`config.mk`:
```
export PLATFORM = sky130hd
export DESIGN_NAME = hwloop_ctrl
export DESIGN_NICKNAME = d
export VERILOG_FILES = /design/src/rtl/hwloop_pkg.sv /design/src/rtl/hwloop_seq.sv /design/src/rtl/hwloop_addr_regs.sv /design/src/rtl/hwloop_counter.sv /design/src/rtl/hwloop_ctrl.sv
export SDC_FILE = /design/constraint.sdc
export NUM_CORES = 1
export LEC_CHECK = 0
export ABC_AREA = 0
export BUFFER_PORTS_ARGS = -buffer_cell sky130_fd_sc_hd__buf_2
export CORE_UTILIZATION = 55
export DETAILED_ROUTE_END_ITERATION = 8
export GPL_ROUTABILITY_DRIVEN = 0
export GPL_TIMING_DRIVEN = 0
export PLACE_DENSITY_LB_ADDON = 0.08
export SLEW_MARGIN = 25
export SYNTH_ARGS = -nofsm -noshare
export SYNTH_HDL_FRONTEND = slang
export SYNTH_SLANG_ARGS = --single-unit
```
`constraint.sdc`:
```
create_clock -name clk -period 8.65 [get_ports clk]
set_input_delay 1.73 -clock clk [delete_from_list [all_inputs] [get_ports clk]]
set_output_delay 1.73 -clock clk [all_outputs]
set_load 0.005 [all_outputs]
```
`src/rtl/hwloop_pkg.sv`:
```
// Package: shared class encoding for the loop sequencer.
// Assumes counts fit in 32 bits when passed to class_of.
package hwloop_pkg;

    localparam int CLS_W = 2;

    typedef enum logic [CLS_W-1:0] {
        CLS_NONE = 2'b00,
        CLS_ONE  = 2'b01,
        CLS_TWO  = 2'b10,
        CLS_MANY = 2'b11
    } rep_class_e;

    // Map a repeat count onto its repetition class.
    function automatic rep_class_e class_of(input int unsigned c);
        if (c == 0)      return CLS_NONE;
        else if (c == 1) return CLS_ONE;
        else if (c == 2) return CLS_TWO;
        else             return CLS_MANY;
    endfunction

endpackage

```
`src/rtl/hwloop_seq.sv`:
```
// Module: combinational loop-end detection and legality checks.
// Assumes op strobes are one-hot and pc is the executing instruction.
module hwloop_seq #(
    parameter int ADDR_W = 32,
    parameter int CNT_W  = 12
) (
    input  logic [ADDR_W-1:0] pc,
    input  logic              is_branch,
    input  logic [ADDR_W-1:0] start_q,
    input  logic [ADDR_W-1:0] end_q,
    input  logic [CNT_W-1:0]  cnt_q,
    input  logic              ld_req,
    input  logic              both_set,
    output logic              redirect_valid,
    output logic [ADDR_W-1:0] redirect_pc,
    output logic              dec_en,
    output logic              finish_en,
    output logic              ld_ok,
    output logic              exc
);

    logic at_end;
    logic br_bad;
    logic ld_bad;
    logic more_passes;

    // Detect the loop-end instruction and decide redirect versus fall-through.
    always_comb begin
        at_end      = end_q[0] && (pc[ADDR_W-1:1] == end_q[ADDR_W-1:1]);
        more_passes = cnt_q > CNT_W'(1);
        br_bad      = at_end && is_branch;
        redirect_valid = at_end && !is_branch && more_passes;
        redirect_pc    = start_q;
        dec_en         = redirect_valid;
        finish_en      = at_end && !is_branch && !more_passes;
    end

    // Validate a count load against programming-order rules.
    always_comb begin
        ld_bad = ld_req && (!both_set || (start_q == pc + ADDR_W'(2)));
        ld_ok  = ld_req && !ld_bad;
        exc    = br_bad || ld_bad;
    end

endmodule

```
`src/rtl/hwloop_addr_regs.sv`:
```
// Module: loop start and end registers plus programming-order flags.
// End register bit 0 is the active flag; priority restore > set ops > active updates.
module hwloop_addr_regs #(
    parameter int ADDR_W = 32
) (
    input  logic              clk,
    input  logic              rst_n,
    input  logic              restore_en,
    input  logic [ADDR_W-1:0] restore_start,
    input  logic [ADDR_W-1:0] restore_end,
    input  logic              set_start,
    input  logic              set_end,
    input  logic [ADDR_W-1:0] target,
    input  logic              act_set,
    input  logic              act_clr,
    output logic [ADDR_W-1:0] start_q,
    output logic [ADDR_W-1:0] end_q,
    output logic              both_set
);

    logic start_seen;
    logic end_seen;

    // Hold the start address.
    always_ff @(posedge clk) begin
        if (!rst_n) begin
            start_q    <= '0;
            start_seen <= 1'b0;
        end else if (restore_en) begin
            start_q    <= restore_start;
            start_seen <= 1'b1;
        end else if (set_start) begin
            start_q    <= target;
            start_seen <= 1'b1;
        end
    end

    // Hold the end address and its active bit.
    always_ff @(posedge clk) begin
        if (!rst_n) begin
            end_q    <= '0;
            end_seen <= 1'b0;
        end else if (restore_en) begin
            end_q    <= restore_end;
            end_seen <= 1'b1;
        end else if (set_end) begin
            end_q    <= {target[ADDR_W-1:1], 1'b0};
            end_seen <= 1'b1;
        end else if (act_set) begin
            end_q[0] <= 1'b1;
        end else if (act_clr) begin
            end_q[0] <= 1'b0;
        end
    end

    assign both_set = start_seen && end_seen;

endmodule

```
`src/rtl/hwloop_counter.sv`:
```
// Module: repeat counter with its repetition class.
// Priority restore > load > decrement > finish.
module hwloop_counter
    import hwloop_pkg::*;
#(
    parameter int CNT_W = 12
) (
    input  logic             clk,
    input  logic             rst_n,
    input  logic             restore_en,
    input  logic [CNT_W-1:0] restore_cnt,
    input  logic [CLS_W-1:0] restore_cls,
    input  logic             ld_en,
    input  logic [CNT_W-1:0] ld_val,
    input  logic             dec_en,
    input  logic             finish_en,
    output logic [CNT_W-1:0] cnt_q,
    output logic [CLS_W-1:0] cls_q
);

    logic [CNT_W-1:0] cnt_dec;
    assign cnt_dec = cnt_q - CNT_W'(1);

    // Update the count and keep the class in step with it.
    always_ff @(posedge clk) begin
        if (!rst_n) begin
            cnt_q <= '0;
            cls_q <= CLS_NONE;
        end else if (restore_en) begin
            cnt_q <= restore_cnt;
            cls_q <= restore_cls;
        end else if (ld_en) begin
            cnt_q <= ld_val;
            cls_q <= class_of(int'(ld_val));
        end else if (dec_en) begin
            cnt_q <= cnt_dec;
            cls_q <= class_of(int'(cnt_dec));
        end else if (finish_en) begin
            cnt_q <= '0;
            cls_q <= CLS_NONE;
        end
    end

endmodule

```
`src/rtl/hwloop_ctrl.sv`:
```
// Module: top of the zero-overhead loop sequencer.
// Assumes one-hot op strobes and one instruction per cycle at pc.
module hwloop_ctrl
    import hwloop_pkg::*;
#(
    parameter int ADDR_W = 32,
    parameter int DATA_W = 32,
    parameter int CNT_W  = 12,
    parameter int IMM_W  = 8,
    parameter int DISP_W = 8
) (
    input  logic              clk,
    input  logic              rst_n,
    input  logic              op_set_start,
    input  logic              op_set_end,
    input  logic              op_cnt_imm,
    input  logic              op_cnt_reg,
    input  logic [DISP_W-1:0] disp,
    input  logic [IMM_W-1:0]  imm,
    input  logic [DATA_W-1:0] reg_operand,
    input  logic [ADDR_W-1:0] pc,
    input  logic              is_branch,
    input  logic              restore_en,
    input  logic [ADDR_W-1:0] restore_start,
    input  logic [ADDR_W-1:0] restore_end,
    input  logic [CNT_W-1:0]  restore_cnt,
    input  logic [CLS_W-1:0]  restore_cls,
    output logic [ADDR_W-1:0] save_start,
    output logic [ADDR_W-1:0] save_end,
    output logic [CNT_W-1:0]  save_cnt,
    output logic [CLS_W-1:0]  save_cls,
    output logic              loop_active,
    output logic              redirect_valid,
    output logic [ADDR_W-1:0] redirect_pc,
    output logic              illegal_exc
);

    logic [ADDR_W-1:0] disp_ext;
    logic [ADDR_W-1:0] target;
    logic [CNT_W-1:0]  ld_val;
    logic              ld_req;
    logic              ld_ok;
    logic              dec_en;
    logic              finish_en;
    logic              both_set;
    logic              act_set;
    logic              act_clr;
    logic              unused_hi;

    // Form the PC-relative target and select the count source.
    always_comb begin
        disp_ext = {{(ADDR_W-DISP_W){disp[DISP_W-1]}}, disp};
        target   = pc + {disp_ext[ADDR_W-2:0], 1'b0};
        ld_req   = op_cnt_imm || op_cnt_reg;
        ld_val   = op_cnt_imm ? CNT_W'(imm) : reg_operand[CNT_W-1:0];
        act_set  = ld_ok && (ld_val != '0);
        act_clr  = (ld_ok && (ld_val == '0)) || finish_en;
    end

    assign unused_hi = ^reg_operand[DATA_W-1:CNT_W];

    hwloop_seq #(.ADDR_W(ADDR_W), .CNT_W(CNT_W)) u_seq (
        .pc             (pc),
        .is_branch      (is_branch),
        .start_q        (save_start),
        .end_q          (save_end),
        .cnt_q          (save_cnt),
        .ld_req         (ld_req),
        .both_set       (both_set),
        .redirect_valid (redirect_valid),
        .redirect_pc    (redirect_pc),
        .dec_en         (dec_en),
        .finish_en      (finish_en),
        .ld_ok          (ld_ok),
        .exc            (illegal_exc)
    );

    hwloop_addr_regs #(.ADDR_W(ADDR_W)) u_addr (
        .clk           (clk),
        .rst_n         (rst_n),
        .restore_en    (restore_en),
        .restore_start (restore_start),
        .restore_end   (restore_end),
        .set_start     (op_set_start),
        .set_end       (op_set_end),
        .target        (target),
        .act_set       (act_set),
        .act_clr       (act_clr),
        .start_q       (save_start),
        .end_q         (save_end),
        .both_set      (both_set)
    );

    hwloop_counter #(.CNT_W(CNT_W)) u_cnt (
        .clk         (clk),
        .rst_n       (rst_n),
        .restore_en  (restore_en),
        .restore_cnt (restore_cnt),
        .restore_cls (restore_cls),
        .ld_en       (ld_ok),
        .ld_val      (ld_val),
        .dec_en      (dec_en),
        .finish_en   (finish_en),
        .cnt_q       (save_cnt),
        .cls_q       (save_cls)
    );

    assign loop_active = save_end[0];

endmodule

```
==> results.md <==
Timing:
- The max-slew violation total from the final report is 0.
- The number of hold violations in the final report was 0.
- Measured against its own limit, the worst slew margin works out to 35.9%.
- Setup repair after global routing left no endpoint under its margin.
- The pin slew with the least headroom to its limit is 0.962 ns.
- The routed design could run at a clock period as short as 6.70 ns.
- For this run, the top clock speed supported by timing is 149 MHz.
- Adding up every negative setup slack in the final design gives 0 ns.
- The final-report setup violation count is 0.
- Clock skew on the completed layout was measured at 0.00662 ns.
- The final cycle utilization of the critical path is 77.5%.
- Hold is met by 0.496 ns.

Worst setup path:
- The maximum fanout encountered on the critical timing path is 10.
- The required time of the worst setup path is 6.92 ns.
- The critical path launch point type is an input port.
- The cell that appears most often on the critical path is sky130_fd_sc_hd__buf_2.
- Walking the worst path, the cells encountered are buf_2 -> buf_2 -> nand4_1 -> nor2_1 -> a22oi_1 -> nor4_1 -> o211ai_1 -> a2111oi_1 -> nand2_1 -> a31oi_1 -> a21o_1 -> buf_2.
- The longest individual stage delay on the worst path is 0.60 ns.
- The cell with the largest stage delay on the worst path is sky130_fd_sc_hd__nor2_1.
- The critical path data arrival time is 4.97 ns.
- STA classifies the critical path endpoint as an output port.
- The cell family contributing the most delay on the critical path is simple AND/OR/NAND/NOR gates.
- Together, buffers and inverters on the worst path number 3.
- The critical path is of the input port to output port type.

Yosys:
- The netlist area before placement is 7580 um2.
- During synthesis, Yosys emitted a total of 0 warnings.
- The number of enable-type register cells in the synthesized netlist is 0.
- By area the synthesized netlist is led by sky130_fd_sc_hd__dfxtp_1 (21%), sky130_fd_sc_hd__xnor2_1 (6.2%), sky130_fd_sc_hd__a21oi_1 (6.1%), sky130_fd_sc_hd__ha_1 (5.8%), sky130_fd_sc_hd__xor2_1 (5.5%).
- In the synthesized netlist the async set-or-reset flop fraction comes to 0%.
- Dividing the synthesized area by the synthesized cell count gives 7.62 um2.
- The fraction of synthesized cell area taken by the top area cell type is 21.1%.
- Among all cell types in the netlist, the one instantiated most often is sky130_fd_sc_hd__a21oi_1.
- In the synthesized netlist the dominant register cell turns out to be sky130_fd_sc_hd__dfxtp_1.
- Synthesis handed over a netlist of 994 instances.
- The sequential cell area fraction in the yosys report is 21.1%.
- The number of synthesized register bits is 80.
- The count of different cell masters after synthesis is 79.
- The largest total area in the synthesized netlist belongs to sky130_fd_sc_hd__dfxtp_1.
- Sorting the synthesized cells by how often they occur yields sky130_fd_sc_hd__a21oi_1 (92), sky130_fd_sc_hd__dfxtp_1 (80), sky130_fd_sc_hd__nand2_1 (80).
- Counting every net in the synthesized netlist gives 1196.

GRT:
- Global routing used 39.5% of the available tracks across all layers.
- The pin count of the biggest net entering global routing is 25.
- The first global-routing pass estimated 43400 um of wire.
- The number of antenna violations at the first check in global routing was 1.
- The total overflow left after global routing is 0.
- The number of global-route vias before repair is 8052.

CTS:
- Clock-pin slew was measured on the worst setup and hold paths at 0.06 ns.
- The clock network latency to the later pin of the worst-skew pair is 0.36 ns.
- TritonCTS built the clock tree.
- The number of gates resized after CTS is 0.
- CTS saw 80 sinks.
- The cell sitting at the root of the clock tree is a sky130_fd_sc_hd__clkbuf_16.
- The number of hold buffers added after CTS is 0.
- The number of clock buffers inserted by TritonCTS is 9.
- The maximum number of buffers from clock root to sink is 2.
- Buffers added to address setup during post-CTS repair amount to 0.
- The H-tree was split into 3 levels.

Routing:
- The top routing layer in use is met4.
- After the first detailed-routing iteration, the DRC count stood at 1094.
- The number of vias per cell is 6.27.
- The wire length on met3 is 3610 um.
- For this run, design rule violations remaining after detail routing come to 0.
- The detailed router placed 9052 vias in this run.
- The routed length on met2 is 12500 um.
- The number of nets with antenna violations after detailed routing is 0.
- The final wirelength is 28700 um.
- In the final routing, the length of wire on met1 measures 11300 um.
- The first-pass detailed-route iteration total is 6.
- The average wire per standard cell is 19.9 um.

Layout:
- In the final layout, the share of cells above drive strength 1 is 27.3%.
- At the end of the flow, the number of nets in the layout was 1464.
- The synthesis-to-layout area growth is 23.7%.
- After the flow finishes, the layout carries non-filler instances totaling 1444.
- The area of all placed cells without fillers is 9380 um2.

Floorplanning:
- The core region is 13300 um2.
- The floorplan die area is 14200 um2.
- Measured along the x axis, the die boundary spans 119 um.
- The starting density of the core is 56.8%.
- The number of top-level pins is 279.
- The floorplan has 42 rows.
- The floorplan step set the die height to 119 um.

Outcome:
- The flow ran to the end, and the final reports show no timing, DRC or antenna violations.

Power and ir drop:
- The analysis attributes to cell leakage a power of 4.35 nW.
- Power spread over the standard cell area amounts to 140 nW/um2.
- The overall power consumption is 1.32 mW.
- The worst supply voltage drop on vdd is 0.0956 mV.

Place:
- The number of placed instances with taps included is 1427.
- The total placed instance area is 9080 um2.
- Buffers placed on the I/O ports in this run total 257.
- The estimated wirelength of the detail-placed design is 22200 um.

Flow run:
- The tool flagged a number of max-cap violations equal to 0.

Worst hold path:
- The type of the most critical hold path is register to register.
-- flip-flops by register name (all words and copies together), names as in the netlist --
register and count:
u_addr.start_seen 1, u_addr.end_q 32, u_addr.start_q 32, u_cnt.cls_q 2, u_addr.end_seen 1, u_cnt.cnt_q 12
-- tightest hold or removal path, cell delays in order (launching register included) --
cell and delay [ns]:
sky130_fd_sc_hd__dfxtp_1 0.31, sky130_fd_sc_hd__nand3_1 0.06, sky130_fd_sc_hd__o211ai_1 0.07
-- logic make-up after synthesis --
group,after synthesis,share of synthesized area [%]
AOI/OAI and AO/OA,286,24.6
DFF,80,21.1
muxes,33,4.51
xor gates and xnor gates,102,11.8
buffers and inverters,119,8.24
and+or+nand+nor,338,23.6
adders and majority gates,36,6.04
-- layout make-up --
type	instances	area (um2)
multi-input cells	795	5350
fillers	1213	3970
flip-flops and latches	80	1600
repair buffers	257	1290
plain buffers	94	531
clock buffers	10	229
well taps	176	220
inverters	25	93.8
clock inverters	5	58.8
diodes	2	5.00
-- report_power, final --
group	total [mW]	switching (mW)	internal [mW]	leakage [nW]
combinational	0.478	0.270	0.209	3.55
sequential	0.443	0.0430	0.400	0.664
clock	0.394	0.172	0.222	0.135
total	1.32	0.484	0.831	4.35
-- layer usage --
metal	vias to the layer above	GRT usage (%)
met5	-	0
met4	0	21.1
met3	93	8.72
met2	595	59.7
met1	4155	52.1
li1	4209	-
-- cells in the final DEF, fill, tap and decap left out, types with 4 or more instances in the layout --
cell type,instances
sky130_fd_sc_hd__inv_1,25
sky130_fd_sc_hd__nand2_1,80
sky130_fd_sc_hd__buf_6,4
sky130_fd_sc_hd__buf_1,5
sky130_fd_sc_hd__a221o_1,9
sky130_fd_sc_hd__a21o_1,13
sky130_fd_sc_hd__buf_4,35
sky130_fd_sc_hd__nor4_1,24
sky130_fd_sc_hd__o21bai_1,4
sky130_fd_sc_hd__a21oi_1,92
sky130_fd_sc_hd__a41oi_1,5
sky130_fd_sc_hd__a32oi_1,4
sky130_fd_sc_hd__and4_1,11
sky130_fd_sc_hd__nand4_1,21
sky130_fd_sc_hd__nor2b_1,5
sky130_fd_sc_hd__mux2i_1,24
sky130_fd_sc_hd__clkbuf_1,38
sky130_fd_sc_hd__or4_1,6
sky130_fd_sc_hd__buf_2,270
sky130_fd_sc_hd__nor3b_1,4
sky130_fd_sc_hd__a22oi_1,21
sky130_fd_sc_hd__o211ai_1,14
sky130_fd_sc_hd__nor2_1,70
sky130_fd_sc_hd__nand3_1,36
sky130_fd_sc_hd__xnor2_1,54
sky130_fd_sc_hd__a31oi_1,8
sky130_fd_sc_hd__mux2_2,7
sky130_fd_sc_hd__a211oi_1,18
sky130_fd_sc_hd__nor3_1,22
sky130_fd_sc_hd__o21ai_0,52
sky130_fd_sc_hd__or3_1,5
sky130_fd_sc_hd__and3_1,21
sky130_fd_sc_hd__ha_1,35
sky130_fd_sc_hd__xor2_1,48
sky130_fd_sc_hd__dfxtp_1,80
sky130_fd_sc_hd__nand2b_1,6
sky130_fd_sc_hd__and2_1,5
sky130_fd_sc_hd__clkbuf_16,9
sky130_fd_sc_hd__o31ai_1,6
-- path summary, 6_finish.rpt --
| check | start | end | slack [ns] | cells past startpoint |
|---|---|---|---|---|
| worst min register to register | u_cnt.cls_q[1]$_SDFFE_PN0P_ | u_cnt.cls_q[1]$_SDFFE_PN0P_ | 0.50 | 2 |
| worst max register to register | u_cnt.cnt_q[0]$_SDFFE_PN0P_ | u_cnt.cls_q[1]$_SDFFE_PN0P_ | 5.51 | 11 |
| worst max-delay path | pc[7] | illegal_exc | 1.95 | 12 |
| worst min-delay path | u_cnt.cls_q[1]$_SDFFE_PN0P_ | u_cnt.cls_q[1]$_SDFFE_PN0P_ | 0.50 | 2 |
-- through the flow --
stage | setup WS, ns | utilization [%]
6_report | 1.95 | 70.2
5_1_grt | 1.76 | 70.2
4_1_cts | 2.11 | 70.2
3_5_place_dp | 2.13 | 68.0
3_3_place_gp | 2.09 | 68.0
2_1_floorplan | 3.06 | -
(Power assumes the default switching activity.)
